===== src/rtl/sdseq_pkg.sv =====
package sdseq_pkg;

  // {RAS#, CAS#, WE#}
  typedef enum logic [2:0] {
    CMD_MRS = 3'b000,
    CMD_REF = 3'b001,
    CMD_PRE = 3'b010,
    CMD_ACT = 3'b011,
    CMD_WR  = 3'b100,
    CMD_RD  = 3'b101,
    CMD_NOP = 3'b111
  } cmdCode_t;

  typedef struct packed {
    logic     fire;   // put a command on the bus next cycle
    cmdCode_t code;   // which command
    logic     grab;   // capture the host address
  } ctrlStrobe_t;

  function automatic int maxOf(input int a, input int b);
    return (a > b) ? a : b;
  endfunction

  function automatic int refreshCycles(input int clkMhz, input int mode);
    int periodNs;
    case (mode)
      1:       periodNs = 31250;
      default: periodNs = 15625;
    endcase
    return clkMhz * periodNs / 1000;
  endfunction

  function automatic int burstCode(input int len);
    case (len)
      1:       return 0;
      2:       return 1;
      4:       return 2;
      default: return 3;
    endcase
  endfunction

endpackage


===== src/rtl/sdseq_ctrl.sv =====
module sdseq_ctrl
  import sdseq_pkg::*;
#(
  parameter int CLK_MHZ     = 125,
  parameter int REF_MODE    = 1,
  parameter int POWERUP_CYC = 12500,
  parameter int T_RCD       = 2,
  parameter int T_RP        = 2,
  parameter int T_RC        = 7,
  parameter int T_MRD       = 2,
  parameter int T_WR        = 2,
  parameter int CAS_LAT     = 2,
  parameter int BURST_LEN   = 4
) (
  input  logic        clk,
  input  logic        rstN,
  input  logic        reqValid,
  input  logic        reqWrite,
  output logic        reqReady,
  output ctrlStrobe_t strobe
);

  localparam int RD_GAP   = maxOf(CAS_LAT + BURST_LEN + T_RP, T_RC - T_RCD);
  localparam int WR_GAP   = maxOf(BURST_LEN + T_WR + T_RP, T_RC - T_RCD);
  localparam int REF_INT  = refreshCycles(CLK_MHZ, REF_MODE);
  localparam int MAX_WAIT = maxOf(maxOf(maxOf(POWERUP_CYC, T_RC), maxOf(T_RP, T_MRD)),
                                  maxOf(maxOf(RD_GAP, WR_GAP), T_RCD));
  localparam int CNT_W    = $clog2(MAX_WAIT + 1);
  localparam int REF_W    = $clog2(REF_INT + 1);

  localparam logic [CNT_W-1:0] LD_PWR = CNT_W'(POWERUP_CYC - 1);
  localparam logic [CNT_W-1:0] LD_RP  = CNT_W'(T_RP - 1);
  localparam logic [CNT_W-1:0] LD_RC  = CNT_W'(T_RC - 1);
  localparam logic [CNT_W-1:0] LD_MRD = CNT_W'(T_MRD - 1);
  localparam logic [CNT_W-1:0] LD_RCD = CNT_W'(T_RCD - 1);
  localparam logic [CNT_W-1:0] LD_RDG = CNT_W'(RD_GAP - 1);
  localparam logic [CNT_W-1:0] LD_WRG = CNT_W'(WR_GAP - 1);
  localparam logic [REF_W-1:0] REF_LAST = REF_W'(REF_INT - 1);

  typedef enum logic [2:0] {
    ST_PRE, ST_REFA, ST_REFB, ST_MODE, ST_IDLE, ST_COL
  } state_t;

  state_t           state, nextState;
  logic [CNT_W-1:0] waitCnt, loadVal;
  logic             load;
  logic             wrFlag;
  logic [REF_W-1:0] refTimer;
  logic             refLive, refPend, refTick;
  logic             setLive, clrPend;

  always_comb begin
    nextState = state;
    load      = 1'b0;
    loadVal   = '0;
    setLive   = 1'b0;
    clrPend   = 1'b0;
    strobe    = '{fire: 1'b0, code: CMD_NOP, grab: 1'b0};
    if (waitCnt == '0) begin
      case (state)
        ST_PRE: begin
          strobe.fire = 1'b1; strobe.code = CMD_PRE;
          load = 1'b1; loadVal = LD_RP; nextState = ST_REFA;
        end
        ST_REFA: begin
          strobe.fire = 1'b1; strobe.code = CMD_REF;
          load = 1'b1; loadVal = LD_RC; nextState = ST_REFB;
        end
        ST_REFB: begin
          strobe.fire = 1'b1; strobe.code = CMD_REF;
          load = 1'b1; loadVal = LD_RC; nextState = ST_MODE;
        end
        ST_MODE: begin
          strobe.fire = 1'b1; strobe.code = CMD_MRS;
          load = 1'b1; loadVal = LD_MRD; nextState = ST_IDLE;
          setLive = 1'b1;
        end
        ST_IDLE: begin
          if (refPend) begin
            strobe.fire = 1'b1; strobe.code = CMD_REF;
            load = 1'b1; loadVal = LD_RC; clrPend = 1'b1;
          end else if (reqValid) begin
            strobe.fire = 1'b1; strobe.code = CMD_ACT; strobe.grab = 1'b1;
            load = 1'b1; loadVal = LD_RCD; nextState = ST_COL;
          end
        end
        ST_COL: begin
          strobe.fire = 1'b1;
          strobe.code = wrFlag ? CMD_WR : CMD_RD;
          load = 1'b1; loadVal = wrFlag ? LD_WRG : LD_RDG;
          nextState = ST_IDLE;
        end
        default: nextState = ST_PRE;
      endcase
    end
  end

  assign reqReady = (state == ST_IDLE) && (waitCnt == '0) && !refPend;
  assign refTick  = refLive && (refTimer == REF_LAST);

  always_ff @(posedge clk or negedge rstN) begin
    if (!rstN) begin
      state   <= ST_PRE;
      waitCnt <= LD_PWR;
      wrFlag  <= 1'b0;
    end else begin
      state <= nextState;
      if (load)                waitCnt <= loadVal;
      else if (waitCnt != '0)  waitCnt <= waitCnt - 1'b1;
      if (strobe.grab)         wrFlag  <= reqWrite;
    end
  end

  always_ff @(posedge clk or negedge rstN) begin
    if (!rstN) begin
      refTimer <= '0;
      refLive  <= 1'b0;
      refPend  <= 1'b0;
    end else begin
      if (setLive) refLive <= 1'b1;
      if (refLive) refTimer <= refTick ? '0 : refTimer + 1'b1;
      if (refTick)      refPend <= 1'b1;
      else if (clrPend) refPend <= 1'b0;
    end
  end

endmodule


===== src/rtl/sdseq_path.sv =====
module sdseq_path
  import sdseq_pkg::*;
#(
  parameter int BANK_W    = 1,
  parameter int ROW_W     = 11,
  parameter int COL_W     = 8,
  parameter int CAS_LAT   = 2,
  parameter int BURST_LEN = 4
) (
  input  logic                            clk,
  input  logic                            rstN,
  input  ctrlStrobe_t                     strobe,
  input  logic [BANK_W+ROW_W+COL_W-1:0]   reqAddr,
  output logic                            csN,
  output logic                            rasN,
  output logic                            casN,
  output logic                            weN,
  output logic [BANK_W-1:0]               ba,
  output logic [ROW_W-1:0]                addr,
  output logic                            rdValid,
  output logic                            wrTake
);

  localparam int ADDR_W = BANK_W + ROW_W + COL_W;
  localparam int AP_BIT = ROW_W - 1;
  localparam int RD_SPAN = CAS_LAT + BURST_LEN;
  localparam int RC_W   = $clog2(RD_SPAN + 1);
  localparam int WC_W   = $clog2(BURST_LEN + 1);
  localparam logic [ROW_W-1:0] MODE_WORD =
    ROW_W'({3'(CAS_LAT), 1'b0, 3'(burstCode(BURST_LEN))});
  localparam logic [ROW_W-1:0] AP_MASK = ROW_W'(1) << AP_BIT;

  logic [BANK_W-1:0] bankQ;
  logic [COL_W-1:0]  colQ;
  logic [BANK_W-1:0] nextBa;
  logic [ROW_W-1:0]  nextAddr;
  logic [ROW_W-1:0]  colWord;
  cmdCode_t          cmdQ;
  logic [RC_W-1:0]   rdCnt;
  logic [WC_W-1:0]   wrCnt;

  // column word: start column in the low bits, auto-precharge bit set
  generate
    if (COL_W < ROW_W) begin : g_colPad
      assign colWord = AP_MASK | ROW_W'(colQ);
    end else begin : g_colFull
      assign colWord = AP_MASK | colQ[ROW_W-1:0];
    end
  endgenerate

  always_comb begin
    nextBa   = '0;
    nextAddr = '0;
    case (strobe.code)
      CMD_PRE: nextAddr = AP_MASK;
      CMD_MRS: nextAddr = MODE_WORD;
      CMD_ACT: begin
        nextBa   = reqAddr[ADDR_W-1 -: BANK_W];
        nextAddr = reqAddr[COL_W +: ROW_W];
      end
      CMD_RD, CMD_WR: begin
        nextBa   = bankQ;
        nextAddr = colWord;
      end
      default: ;
    endcase
  end

  always_ff @(posedge clk or negedge rstN) begin
    if (!rstN) begin
      bankQ <= '0;
      colQ  <= '0;
    end else if (strobe.grab) begin
      bankQ <= reqAddr[ADDR_W-1 -: BANK_W];
      colQ  <= reqAddr[COL_W-1:0];
    end
  end

  always_ff @(posedge clk or negedge rstN) begin
    if (!rstN) begin
      csN  <= 1'b1;
      cmdQ <= CMD_NOP;
      ba   <= '0;
      addr <= '0;
    end else begin
      csN  <= 1'b0;
      cmdQ <= strobe.fire ? strobe.code : CMD_NOP;
      ba   <= strobe.fire ? nextBa : '0;
      addr <= strobe.fire ? nextAddr : '0;
    end
  end

  assign {rasN, casN, weN} = cmdQ;

  // data windows derived from the command actually on the bus
  always_ff @(posedge clk or negedge rstN) begin
    if (!rstN) begin
      rdCnt <= '0;
      wrCnt <= '0;
    end else begin
      if (cmdQ == CMD_RD)     rdCnt <= RC_W'(RD_SPAN - 1);
      else if (rdCnt != '0)   rdCnt <= rdCnt - 1'b1;
      if (cmdQ == CMD_WR)     wrCnt <= WC_W'(BURST_LEN - 1);
      else if (wrCnt != '0)   wrCnt <= wrCnt - 1'b1;
    end
  end

  assign rdValid = (rdCnt != '0) && (rdCnt <= RC_W'(BURST_LEN));
  assign wrTake  = (cmdQ == CMD_WR) || (wrCnt != '0);

endmodule


===== src/rtl/sdram_cmd_seq.sv =====
module sdram_cmd_seq
  import sdseq_pkg::*;
#(
  parameter int CLK_MHZ     = 125,
  parameter int REF_MODE    = 1,
  parameter int POWERUP_CYC = 12500,
  parameter int T_RCD       = 2,
  parameter int T_RP        = 2,
  parameter int T_RC        = 7,
  parameter int T_MRD       = 2,
  parameter int T_WR        = 2,
  parameter int CAS_LAT     = 2,
  parameter int BURST_LEN   = 4,
  parameter int BANK_W      = 1,
  parameter int ROW_W       = 11,
  parameter int COL_W       = 8
) (
  input  logic                          clk,
  input  logic                          rstN,
  input  logic                          reqValid,
  input  logic                          reqWrite,
  input  logic [BANK_W+ROW_W+COL_W-1:0] reqAddr,
  output logic                          reqReady,
  output logic                          csN,
  output logic                          rasN,
  output logic                          casN,
  output logic                          weN,
  output logic [BANK_W-1:0]             ba,
  output logic [ROW_W-1:0]              addr,
  output logic                          rdValid,
  output logic                          wrTake
);

  ctrlStrobe_t strobe;

  sdseq_ctrl #(
    .CLK_MHZ(CLK_MHZ), .REF_MODE(REF_MODE), .POWERUP_CYC(POWERUP_CYC),
    .T_RCD(T_RCD), .T_RP(T_RP), .T_RC(T_RC), .T_MRD(T_MRD), .T_WR(T_WR),
    .CAS_LAT(CAS_LAT), .BURST_LEN(BURST_LEN)
  ) u_ctrl (
    .clk(clk), .rstN(rstN), .reqValid(reqValid), .reqWrite(reqWrite),
    .reqReady(reqReady), .strobe(strobe)
  );

  sdseq_path #(
    .BANK_W(BANK_W), .ROW_W(ROW_W), .COL_W(COL_W),
    .CAS_LAT(CAS_LAT), .BURST_LEN(BURST_LEN)
  ) u_path (
    .clk(clk), .rstN(rstN), .strobe(strobe), .reqAddr(reqAddr),
    .csN(csN), .rasN(rasN), .casN(casN), .weN(weN),
    .ba(ba), .addr(addr), .rdValid(rdValid), .wrTake(wrTake)
  );

endmodule


===== config.mk =====
export PLATFORM = sky130hd
export DESIGN_NAME = sdram_cmd_seq
export DESIGN_NICKNAME = d
export VERILOG_FILES = /design/src/rtl/sdseq_pkg.sv /design/src/rtl/sdseq_ctrl.sv /design/src/rtl/sdseq_path.sv /design/src/rtl/sdram_cmd_seq.sv
export SDC_FILE = /design/constraint.sdc
export NUM_CORES = 1
export LEC_CHECK = 0
export ABC_AREA = 1
export ABC_CLOCK_PERIOD_IN_PS = 3400
export BUFFER_PORTS_ARGS = -buffer_cell sky130_fd_sc_hd__buf_4
export CAP_MARGIN = 20
export CORE_MARGIN = 2
export CORE_UTILIZATION = 52
export CTS_BUF_LIST = sky130_fd_sc_hd__clkbuf_8
export CTS_CLUSTER_SIZE = 8
export DETAILED_ROUTE_END_ITERATION = 12
export GPL_TIMING_DRIVEN = 0
export PLACE_DENSITY = 0.74
export SYNTH_ARGS = -nofsm -noshare
export SYNTH_HDL_FRONTEND = slang
export SYNTH_HIERARCHICAL = 1
export SYNTH_SLANG_ARGS = --single-unit

===== constraint.sdc =====
create_clock -name clk -period 3.4 [get_ports clk]
set_input_delay 0.51 -clock clk [delete_from_list [all_inputs] [get_ports clk]]
set_output_delay 0.51 -clock clk [all_outputs]
set_load 0.01 [all_outputs]

==> impl_metrics.tcl, run 1 <==
set metrics [dict create \
    status "finished clean" \
    htreeDepth 3 \
    hold_buffers 0 \
    power_frac_comb_pct 27.1 \
    place_hpwl_mm 4.80 \
    clock_sinks 63 \
    initial_core_util_pct 53.4 \
    wirelength_mm 6.57 \
    grtUsageMet2_pct 32.3 \
    grt_max_degree 64 \
    grt_pass1_vias 2572 \
    cp_max_fo 6 \
    synthTopCellsByCount "97 x nand2_1, 52 x dfrtp_1, 47 x inv_1" \
    area_growth_pct 17.6 \
    yosys_most_used_dff "dfrtp_1" \
    maxSlewViolCount 0 \
    cts-root-buf "clkbuf_8" \
    power.share.clock_pct 26.6 \
    ant_nets 0 \
    gr-usage-met1_pct 25.5 \
    fp-row-count 29 \
    numCtsBuffers 9 \
    cts_setup_buffers 0 \
    die_area_um2 7100 \
    nNetsFinal 488 \
    finalSetupViolations 0 \
    grtUsageTotal_pct 20.0 \
    io_pins 43 \
    yosys_warnings 6 \
    finalSetupTns_ns 0 \
    gr-total-overflow 0 \
    synth_top_cell_area_share_pct 38.8 \
    routabilityCongestion 0.803 \
    worst_ir_drop_vdd_mv 0.370 \
    antenna_found_initial 0 \
    dr.pass1.iters 4 \
    place_worst_setup_slack_ns 1.04 \
    worst_slack_ns 0.933 \
    finalClockSkew_ns 0.00961 \
    n_antenna_cell 0 \
    die_h_um 84.3 \
    critPathArrivalTime_ns 1.96 \
    drt-vias-per-instance 5.12 \
    leakagePower_nw 1.99 \
    required_ns 2.89 \
    clockBufferDepth 2 \
    sw_frac_of_total_pct 33.1 \
    p_int_mw 1.44 \
    sequentialPowerShare_pct 46.3 \
    tightest_slew_ns 0.963 \
    cp-start-kind "flip-flop" \
    finalHoldViolations 0 \
    grt_first_pass_wirelength_mm 11.2 \
    worst_skew_pair.late_latency_ns 0.34 \
    syn_area_um2 3350 \
    syn_nets 435 \
    max_freq_ghz 0.405 \
    end_kind "output pin" \
    via_count 2752 \
    finalCritPeriodShare_pct 72.6 \
    wl_per_cell_um 12.2 \
    synthTopCellsByArea "dfrtp_1 39%, nand2_1 11%, dfstp_2 8.6%, inv_1 5.3%, nor2_1 5.2%" \
    path_clk_slew_ns 0.06 \
    drtIter0Drc 140 \
    rsz0062_at_grt "false" \
    maxCapViolCount 0 \
    maxSlewHeadroom_pct 35.3 \
    core_um2 6280 \
    post-place-cells 522 \
    numPortBuffers 42 \
    ys_seq_area_share_pct 47.5 \
    post_cts_resized 0 \
    switching_power_mw 0.715 \
    yosysMostFrequentCell "nand2_1" \
    yosys.area.top_type "dfrtp_1" \
    ys_seq_elements 63 \
    drive_gt1_share_pct 23.6 \
    drc 0 \
    syn_area_per_cell_um2 8.31 \
    post-route-min-period_ns 2.47 \
    gr-max-usage-layer "met2" \
    grtUsageMet3_pct 5.31 \
    yosysUniqueCellTypes 36 \
    synth_cells 403 \
    cts_tree "built" \
    die_w_um 84.3 \
    final_cells 538 \
    power_density_nw_per_um2 548 \
    min_path_type "input port to async pin" \
    async_flop_share_pct 100 \
    critPathKind "flip-flop to output pin" \
    synth_edf_count 0 \
]
worst max-delay path, stage by stage, from the launching register on:
cell	delay, ns
dfstp_2	0.37
inv_1	0.09
ha_1	0.27
nand2_2	0.12
nor2_1	0.10
nand2_1	0.14
nor2_4	0.18
nand2_1	0.12
nor2_1	0.11
buf_4	0.13
state kept, by name, indices dropped and copies added, names as in the netlist:
signal / cells
u_path/rdCnt: 3
u_ctrl/wrFlag: 1
u_ctrl/refPend: 1
u_path/csN: 1
u_ctrl/refLive: 1
u_ctrl/state: 3
u_path/ba: 1
u_path/wrCnt: 3
u_path/cmdQ: 3
u_ctrl/waitCnt: 14
u_ctrl/refTimer: 12
u_path/addr: 11
u_path/colQ: 8
u_path/bankQ: 1
area by class of cell:
type / instances / area, um^2
repair buffers: 42 / 315
plain buffers: 5 / 46.3
well taps: 77 / 96.3
clock buffers: 11 / 151
flip-flops and latches: 63 / 1590
clock inverters: 5 / 25.0
inverters: 58 / 225
fillers: 553 / 2340
multi-input cells: 277 / 1490
worst paths after layout:
path                                               start                        endpoint  slack (ns)  cells past startpoint
setup / recovery           u_ctrl/waitCnt[0]$_DFFE_PN1P_                        reqReady        0.93                      9
min in group clk                             reqAddr[15]        u_path/addr[7]$_DFF_PN0_        0.36                      3
max in group asynchronous                           rstN  u_ctrl/refTimer[3]$_DFFE_PN0P_        2.62                      1
setup reg to reg           u_ctrl/waitCnt[0]$_DFFE_PN1P_        u_path/addr[8]$_DFF_PN0_        1.03                     10
hold reg to reg               u_path/colQ[4]$_DFFE_PN0P_      u_path/colQ[4]$_DFFE_PN0P_        0.49                      1
hold / removal                                      rstN   u_ctrl/waitCnt[5]$_DFFE_PN0P_        0.25                      1
layout by cell type (no fill, tap or decap), types with 2 or more instances in the layout:
cell	n
dfstp_2	11
nor2_4	6
nor2_2	5
dfrtp_1	52
o21ai_1	5
clkinv_2	2
nand2_2	4
inv_2	10
buf_6	3
inv_1	49
buf_4	43
nand3b_1	4
nand4_1	9
nor3_1	4
a21oi_1	13
nand3_1	33
ha_1	8
xor2_1	8
xnor2_1	2
nor3_2	5
clkbuf_8	11
nand2_1	97
o21ai_0	10
nor2_1	46
mux2_1	6
or2_1	2
power groups by stage:
stage          logic, mW  registers, mW  clock network (mW)
2_1_floorplan      0.454          0.988                   0
3_3_place_gp       0.564           1.01                   0
3_5_place_dp       0.587           1.01                   0
4_1_cts            0.592          0.998               0.596
5_1_grt            0.680           1.02               0.627
6_report           0.585          0.999               0.574
kinds of logic (layout without fill, tap and decap cells):
group,count (synthesis),count (layout),synth area share (%)
fa+ha+maj,8,8,2.99
other cells,1,1,0.112
xor+xnor,10,10,2.62
flops,63,63,47.5
simple gates,220,220,31.5
buf+inv,63,121,8.11
mux,7,7,2.35
compound gates,31,31,4.82
routing by layer:
| metal | wire [um] | part of all wire [%] | vias to the layer above |
|---|---|---|---|
| met5 | 0 | 0 | - |
| met4 | 113 | 1.7 | 0 |
| met3 | 251 | 3.8 | 9 |
| met2 | 3160 | 48 | 47 |
| met1 | 3040 | 46 | 1308 |
| li1 | - | - | 1388 |
stage by stage:
step | hold slack, ns | total power, mW | instance area [um^2] | utilization, %
global route | 0.320 | 2.33 | 3940 | 62.7
finish | 0.250 | 2.16 | 3940 | 62.7
CTS | 0.266 | 2.19 | 3940 | 62.7
global placement | 0.469 | 1.57 | 3760 | 59.9
floorplan | 0.214 | 1.44 | 3350 | -
detailed placement | 0.476 | 1.60 | 3760 | 59.9
No activity file was read; power rests on OpenSTA's default activity.
==> inputs of run 2 (changes only) <==
--- a/config.mk
+++ b/config.mk
@@ -5,8 +5,8 @@
 export SDC_FILE = /design/constraint.sdc
 export NUM_CORES = 1
 export LEC_CHECK = 0
-export ABC_AREA = 1
-export ABC_CLOCK_PERIOD_IN_PS = 3400
+export ABC_AREA = 0
+export ABC_CLOCK_PERIOD_IN_PS = 2330
 export BUFFER_PORTS_ARGS = -buffer_cell sky130_fd_sc_hd__buf_4
 export CAP_MARGIN = 20
 export CORE_MARGIN = 2
==> constraint.sdc (replaced) <==
create_clock -name clk -period 2.33 [get_ports clk]
set_input_delay 0.3495 -clock clk [delete_from_list [all_inputs] [get_ports clk]]
set_output_delay 0.3495 -clock clk [all_outputs]
set_load 0.01 [all_outputs]
==> impl_metrics.tcl, run 2 <==
set metrics [dict create \
    die_h_um 81.7 \
    grt_max_degree 64 \
    timing.hold.ws_ns 0.0806 \
    fin_util_pct 66.9 \
    fin_area_um2 3940 \
    worst_skew_pair.late_latency_ns 0.34 \
    worst_slack_ns 0.0607 \
    grt_pass1_vias 2134 \
    mostFrequentLayoutCells "52 x buf_4, 52 x dfrtp_1, 41 x nand2_1" \
    yosysMostFrequentCell "dfrtp_1" \
    hold_buffers 0 \
    ant_nets 0 \
    gr-total-overflow 0 \
    synthTopCellsByArea "dfrtp_1 41%, dfstp_2 9.2%, mux2_2 5.4%, nand2_1 5.0%, o22ai_2 3.6%" \
    largest_register_ffs 14 \
    syn_nets 324 \
    reg2reg_depth 10 \
    rsz0062_at_grt "true" \
    wl_per_cell_um 13.6 \
    placed_area_um2 3570 \
    cts_tree "built" \
    die_w_um 81.7 \
    finalSetupViolations 0 \
    post-route-min-period_ns 2.27 \
    routabilityCongestion 0.827 \
    finalSetupTns_ns 0 \
    maxSlewViolCount 0 \
    maxCapViolCount 0 \
    synthTopCellsByCount "52 x dfrtp_1, 42 x nand2_1, 21 x nor2_1" \
    yosys.area.top_type "dfrtp_1" \
    dr.pass1.iters 4 \
    place_hpwl_mm 3.88 \
    finalCritPeriodShare_pct 97.4 \
    cp_max_fo 7 \
    finalPower_mw 3.68 \
    io_pins 43 \
    finalHoldViolations 0 \
    ys_seq_elements 63 \
    core_um2 5890 \
    min_path_type "input port to async pin" \
    power_density_nw_per_um2 934 \
    critPathArrivalTime_ns 1.92 \
    synth_top_cell_area_share_pct 41.5 \
    post-place-cells 409 \
    ys_seq_area_share_pct 50.7 \
    n_antenna_cell 0 \
    sw_frac_of_total_pct 31.3 \
    tightest_slew_ns 0.749 \
    required_ns 1.98 \
    syn_area_um2 3140 \
    drt-vias-per-instance 5.32 \
    final_cells 433 \
    yosysUniqueCellTypes 52 \
    place_worst_setup_slack_ns -0.282 \
    maxSlewHeadroom_pct 50.0 \
    drive_gt1_share_pct 34.6 \
    power_frac_comb_pct 26.9 \
    cts-root-buf "clkbuf_8" \
    synth_edf_count 0 \
    regMostFlops "u_ctrl/waitCnt" \
    die_area_um2 6670 \
    nNetsFinal 385 \
    async_flop_share_pct 100 \
    sequentialPowerShare_pct 43.8 \
    yosys_most_used_dff "dfrtp_1" \
    area_growth_pct 25.5 \
    numPortBuffers 42 \
    critPathKind "flip-flop to output pin" \
    clock_sinks 63 \
    max_freq_ghz 0.441 \
    path_clk_slew_ns 0.07 \
    leakagePower_nw 1.76 \
    antenna_found_initial 0 \
    reg_top3 "u_ctrl/waitCnt (14), u_ctrl/refTimer (12), u_path/addr (11)" \
    grtUsageTotal_pct 18.8 \
    grt_first_pass_wirelength_mm 9.46 \
    finalClockSkew_ns 0.0103 \
    initial_core_util_pct 53.3 \
    power.share.clock_pct 29.2 \
    fp-row-count 28 \
    via_count 2305 \
    synth_cells 292 \
    yosys_warnings 6 \
    switching_power_mw 1.15 \
    worst_ir_drop_vdd_mv 0.498 \
    numCtsBuffers 9 \
    drtIter0Drc 110 \
    end_kind "output pin" \
    wirelength_mm 5.89 \
    syn_area_per_cell_um2 10.8 \
    clockBufferDepth 2 \
    status "finished clean" \
    p_int_mw 2.53 \
    cp-start-kind "flip-flop" \
    htreeDepth 3 \
    drc 0 \
]
-- run 2: cell types whose count changed after synthesis, moves of 6 or more --
cell,before,now
nand2_1,97,42
inv_1,47,14
nand3_1,33,5
nor2_1,46,21
mux2_2,1,15
inv_2,10,0
nand2b_1,0,10
o22ai_2,0,9
a21oi_1,13,6
nor4_1,0,7
nor2_4,6,0
-- run 2: final cells by class --
class | count | area, um^2
clock buffers | 11 | 151
inverters | 14 | 52.6
plain buffers | 10 | 71.3
multi-input cells | 205 | 1510
repair buffers | 50 | 388
flip-flops and latches | 63 | 1590
well taps | 75 | 93.8
fillers | 452 | 1950
clock inverters | 5 | 80.1
-- run 2: cells by family (layout without fill, tap and decap cells) --
| group | count (synthesis) | in the layout | synth area share [%] |
|---|---|---|---|
| compound gates | 37 | 37 | 9.41 |
| xor+xnor | 17 | 17 | 4.74 |
| fa+ha+maj | 8 | 8 | 3.19 |
| buf+inv | 24 | 90 | 3.63 |
| flops | 63 | 63 | 50.7 |
| mux | 17 | 17 | 6.06 |
| other cells | 1 | 1 | 0.119 |
| simple gates | 125 | 125 | 22.2 |
-- run 2: what timing repair did --
action	in CTS	in global routing
gates resized for setup	5	13
hold endpoints to repair	0	0
pin swaps	1	5
setup endpoints to repair	22	22
cloned	0	2
buffers inserted	2	4
-- run 2: worst paths after layout --
path	start	end	slack, ns
min in group clk	reqWrite	u_ctrl/wrFlag$_DFFE_PN0P_	0.23
setup reg to reg	u_ctrl/waitCnt[0]$_DFFE_PN1P_	u_path/addr[0]$_DFF_PN0_	0.11
max in group asynchronous	rstN	u_ctrl/refTimer[9]$_DFFE_PN0P_	1.75
setup / recovery	u_ctrl/waitCnt[0]$_DFFE_PN1P_	reqReady	0.06
hold reg to reg	u_ctrl/wrFlag$_DFFE_PN0P_	u_ctrl/wrFlag$_DFFE_PN0P_	0.48
hold / removal	rstN	u_path/rdCnt[2]$_DFFE_PN0P_	0.08
-- run 2: per-layer routing --
metal / part of all wire (%) / track usage [%] / vias up
met4: 2.2 / 10.2 / 0
met1: 46 / 25.2 / 1111
li1: - / - / 1140
met5: 0 / 0 / -
met2: 48 / 28.9 / 43
met3: 3.4 / 3.74 / 11
-- run 2: worst max-delay path, cell delays in order, from the launching register on --
cell     delay, ns
dfstp_2       0.38
inv_2         0.08
ha_4          0.17
nor4b_4       0.27
nand4_1       0.19
buf_6         0.17
nor4_4        0.17
buf_4         0.17
-- run 2: power by group through the flow --
stage | registers (mW) | logic [mW] | clock network (mW)
6_report | 1.61 | 0.991 | 1.07
5_1_grt | 1.65 | 1.12 | 1.15
4_1_cts | 1.59 | 0.952 | 1.10
3_5_place_dp | 1.60 | 0.931 | 0
3_3_place_gp | 1.58 | 0.894 | 0
2_1_floorplan | 1.55 | 0.718 | 0
==> inputs of run 3 (changes only) <==
==> constraint.sdc (replaced) <==
create_clock -name clk -period 2.33 [get_ports clk]
set_input_delay 0.3495 -clock clk [delete_from_list [all_inputs] [get_ports clk]]
set_output_delay 0.3495 -clock clk [all_outputs]
set_load 0.1 [all_outputs]
==> impl_metrics.tcl, run 3 (synthesis results as in run 2) <==
set metrics [dict create \
    status "finished clean" \
    rrSetupSlack_ns 0.09 \
    finalHoldViolations 0 \
    finalPower_mw 3.74 \
    crit_chain "inv_2 > ha_4 > nor4b_4 > nand4_1 > clkbuf_8 > nor4_4 > buf_6" \
    dr.pass1.iters 4 \
    maxSlewViolCount 0 \
    reg_top3 "u_ctrl/waitCnt (14), u_ctrl/refTimer (12), u_path/addr (11)" \
    worst_slack_ns 0.0800 \
    grt_first_pass_wirelength_mm 9.34 \
    drt-vias-per-instance 5.29 \
    wirelength_mm 5.90 \
    hold_buffers 0 \
    grt_pass1_vias 2172 \
    r2r_start "u_ctrl/waitCnt[0]$_DFFE_PN1P_" \
    die_area_um2 6670 \
    drive_gt1_share_pct 36.5 \
    final_common_cell "buf_4" \
    sequentialPowerShare_pct 43.0 \
    drc 0 \
    power_density_nw_per_um2 951 \
    fin_area_um2 3930 \
    critPathKind "flip-flop to output pin" \
    sw_frac_of_total_pct 36.2 \
    numCtsBuffers 9 \
    die_h_um 81.7 \
    finalSetupViolations 0 \
    worst_skew_pair.late_latency_ns 0.34 \
    min_path_type "input port to async pin" \
    fp-row-count 28 \
    nNetsFinal 389 \
    placed_area_um2 3590 \
    initial_core_util_pct 53.3 \
    power_frac_comb_pct 32.0 \
    max_freq_ghz 0.444 \
    required_ns 1.98 \
    rsz0062_at_grt "true" \
    htreeDepth 3 \
    n_antenna_cell 0 \
    maxSlewHeadroom_pct 49.0 \
    numPortBuffers 42 \
    die_w_um 81.7 \
    timing.hold.ws_ns 0.0954 \
    critPathArrivalTime_ns 1.90 \
    multi_input_area_um2 1510 \
    place_worst_setup_slack_ns -0.362 \
    p_int_mw 2.38 \
    place_hpwl_mm 4.04 \
    grt_max_degree 64 \
    largest_register_ffs 14 \
    cts_tree "built" \
    cp_max_fo 3 \
    clock_sinks 63 \
    timing.rr.end "u_path/addr[6]$_DFF_PN0_" \
    leakagePower_nw 1.74 \
    nFillCells 480 \
    antenna_found_initial 0 \
    worst_ir_drop_vdd_mv 1.02 \
    fin_util_pct 66.8 \
    cts-root-buf "clkbuf_8" \
    regMostFlops "u_ctrl/waitCnt" \
    post-route-min-period_ns 2.25 \
    via_count 2310 \
    ant_nets 0 \
    regArea_um2 1590 \
    io_pins 43 \
    final_cells 437 \
    cpPeakStageDelay_ns 0.37 \
    switching_power_mw 1.35 \
    area_growth_pct 25.2 \
    wl_per_cell_um 13.5 \
    path_clk_slew_ns 0.07 \
    finalSetupTns_ns 0 \
    drtIter0Drc 78 \
    grtUsageTotal_pct 18.6 \
    cp-start-kind "flip-flop" \
    tightest_slew_ns 0.765 \
    power.share.clock_pct 24.9 \
    maxCapViolCount 0 \
    gr-total-overflow 0 \
    mostFrequentLayoutCells "55 x buf_4, 52 x dfrtp_1, 39 x nand2_1" \
    finalClockSkew_ns 0.00973 \
    post-place-cells 409 \
    crit_slowest_cell "dfstp_2" \
    end_kind "output pin" \
    reg2reg_depth 10 \
    clockBufferDepth 2 \
    finalCritPeriodShare_pct 96.6 \
    routabilityCongestion 0.832 \
    core_um2 5890 \
]
run 3: layer usage:
| layer | global-route usage [%] | vias to the layer above | share of wire, % |
|---|---|---|---|
| li1 | - | 1151 | - |
| met5 | 0 | - | 0 |
| met3 | 4.62 | 8 | 3.7 |
| met1 | 23.3 | 1116 | 45 |
| met4 | 10.0 | 0 | 1.7 |
| met2 | 29.8 | 35 | 49 |
run 3: critical path, delay by kind of cell (launching register included):
kind,cells,cell delay [ns]
flip-flops,1,0.37
adder cells (fa/ha/maj),1,0.14
AND/OR/NAND/NOR,3,0.54
buffers and inverters,3,0.51
run 3: power groups by stage:
stage / clock network, mW / registers [mW] / logic, mW
3_5_place_dp: 0 / 1.60 / 1.14
3_3_place_gp: 0 / 1.59 / 1.09
6_report: 0.931 / 1.61 / 1.20
5_1_grt: 1.00 / 1.64 / 1.33
2_1_floorplan: 0 / 1.57 / 0.918
4_1_cts: 0.956 / 1.61 / 1.18
run 3: how the worst max path moves through the flow:
| stage | from | endpoint | slack, ns |
|---|---|---|---|
| floorplan | u_ctrl/waitCnt[1]$_DFFE_PN1P_ | reqReady | -0.17 |
| global placement | u_ctrl/waitCnt[0]$_DFFE_PN1P_ | u_path/addr[7]$_DFF_PN0_ | -0.35 |
| detailed placement | u_ctrl/waitCnt[0]$_DFFE_PN1P_ | u_path/addr[4]$_DFF_PN0_ | -0.36 |
| CTS | u_ctrl/waitCnt[0]$_DFFE_PN1P_ | reqReady | 0.008 |
| global route | u_ctrl/waitCnt[0]$_DFFE_PN1P_ | reqReady | -0.06 |
| finish | u_ctrl/waitCnt[0]$_DFFE_PN1P_ | reqReady | 0.08 |
run 3: area by class of cell:
cell class,instances,area share [%]
Sequential cell,63,40.5
Tap cell,75,2.39
Timing Repair Buffer,54,10.5
Multi-Input combinational cell,205,38.4
Clock inverter,7,1.85
Inverter,14,1.34
Buffer,10,1.88
Clock buffer,9,3.15
run 3: repair_timing:
| action | in CTS | in global routing |
|---|---|---|
| gates cloned | 0 | 1 |
| setup endpoints to repair | 16 | 20 |
| setup buffers | 7 | 4 |
| pin swaps | 3 | 3 |
| gates resized for setup | 6 | 9 |
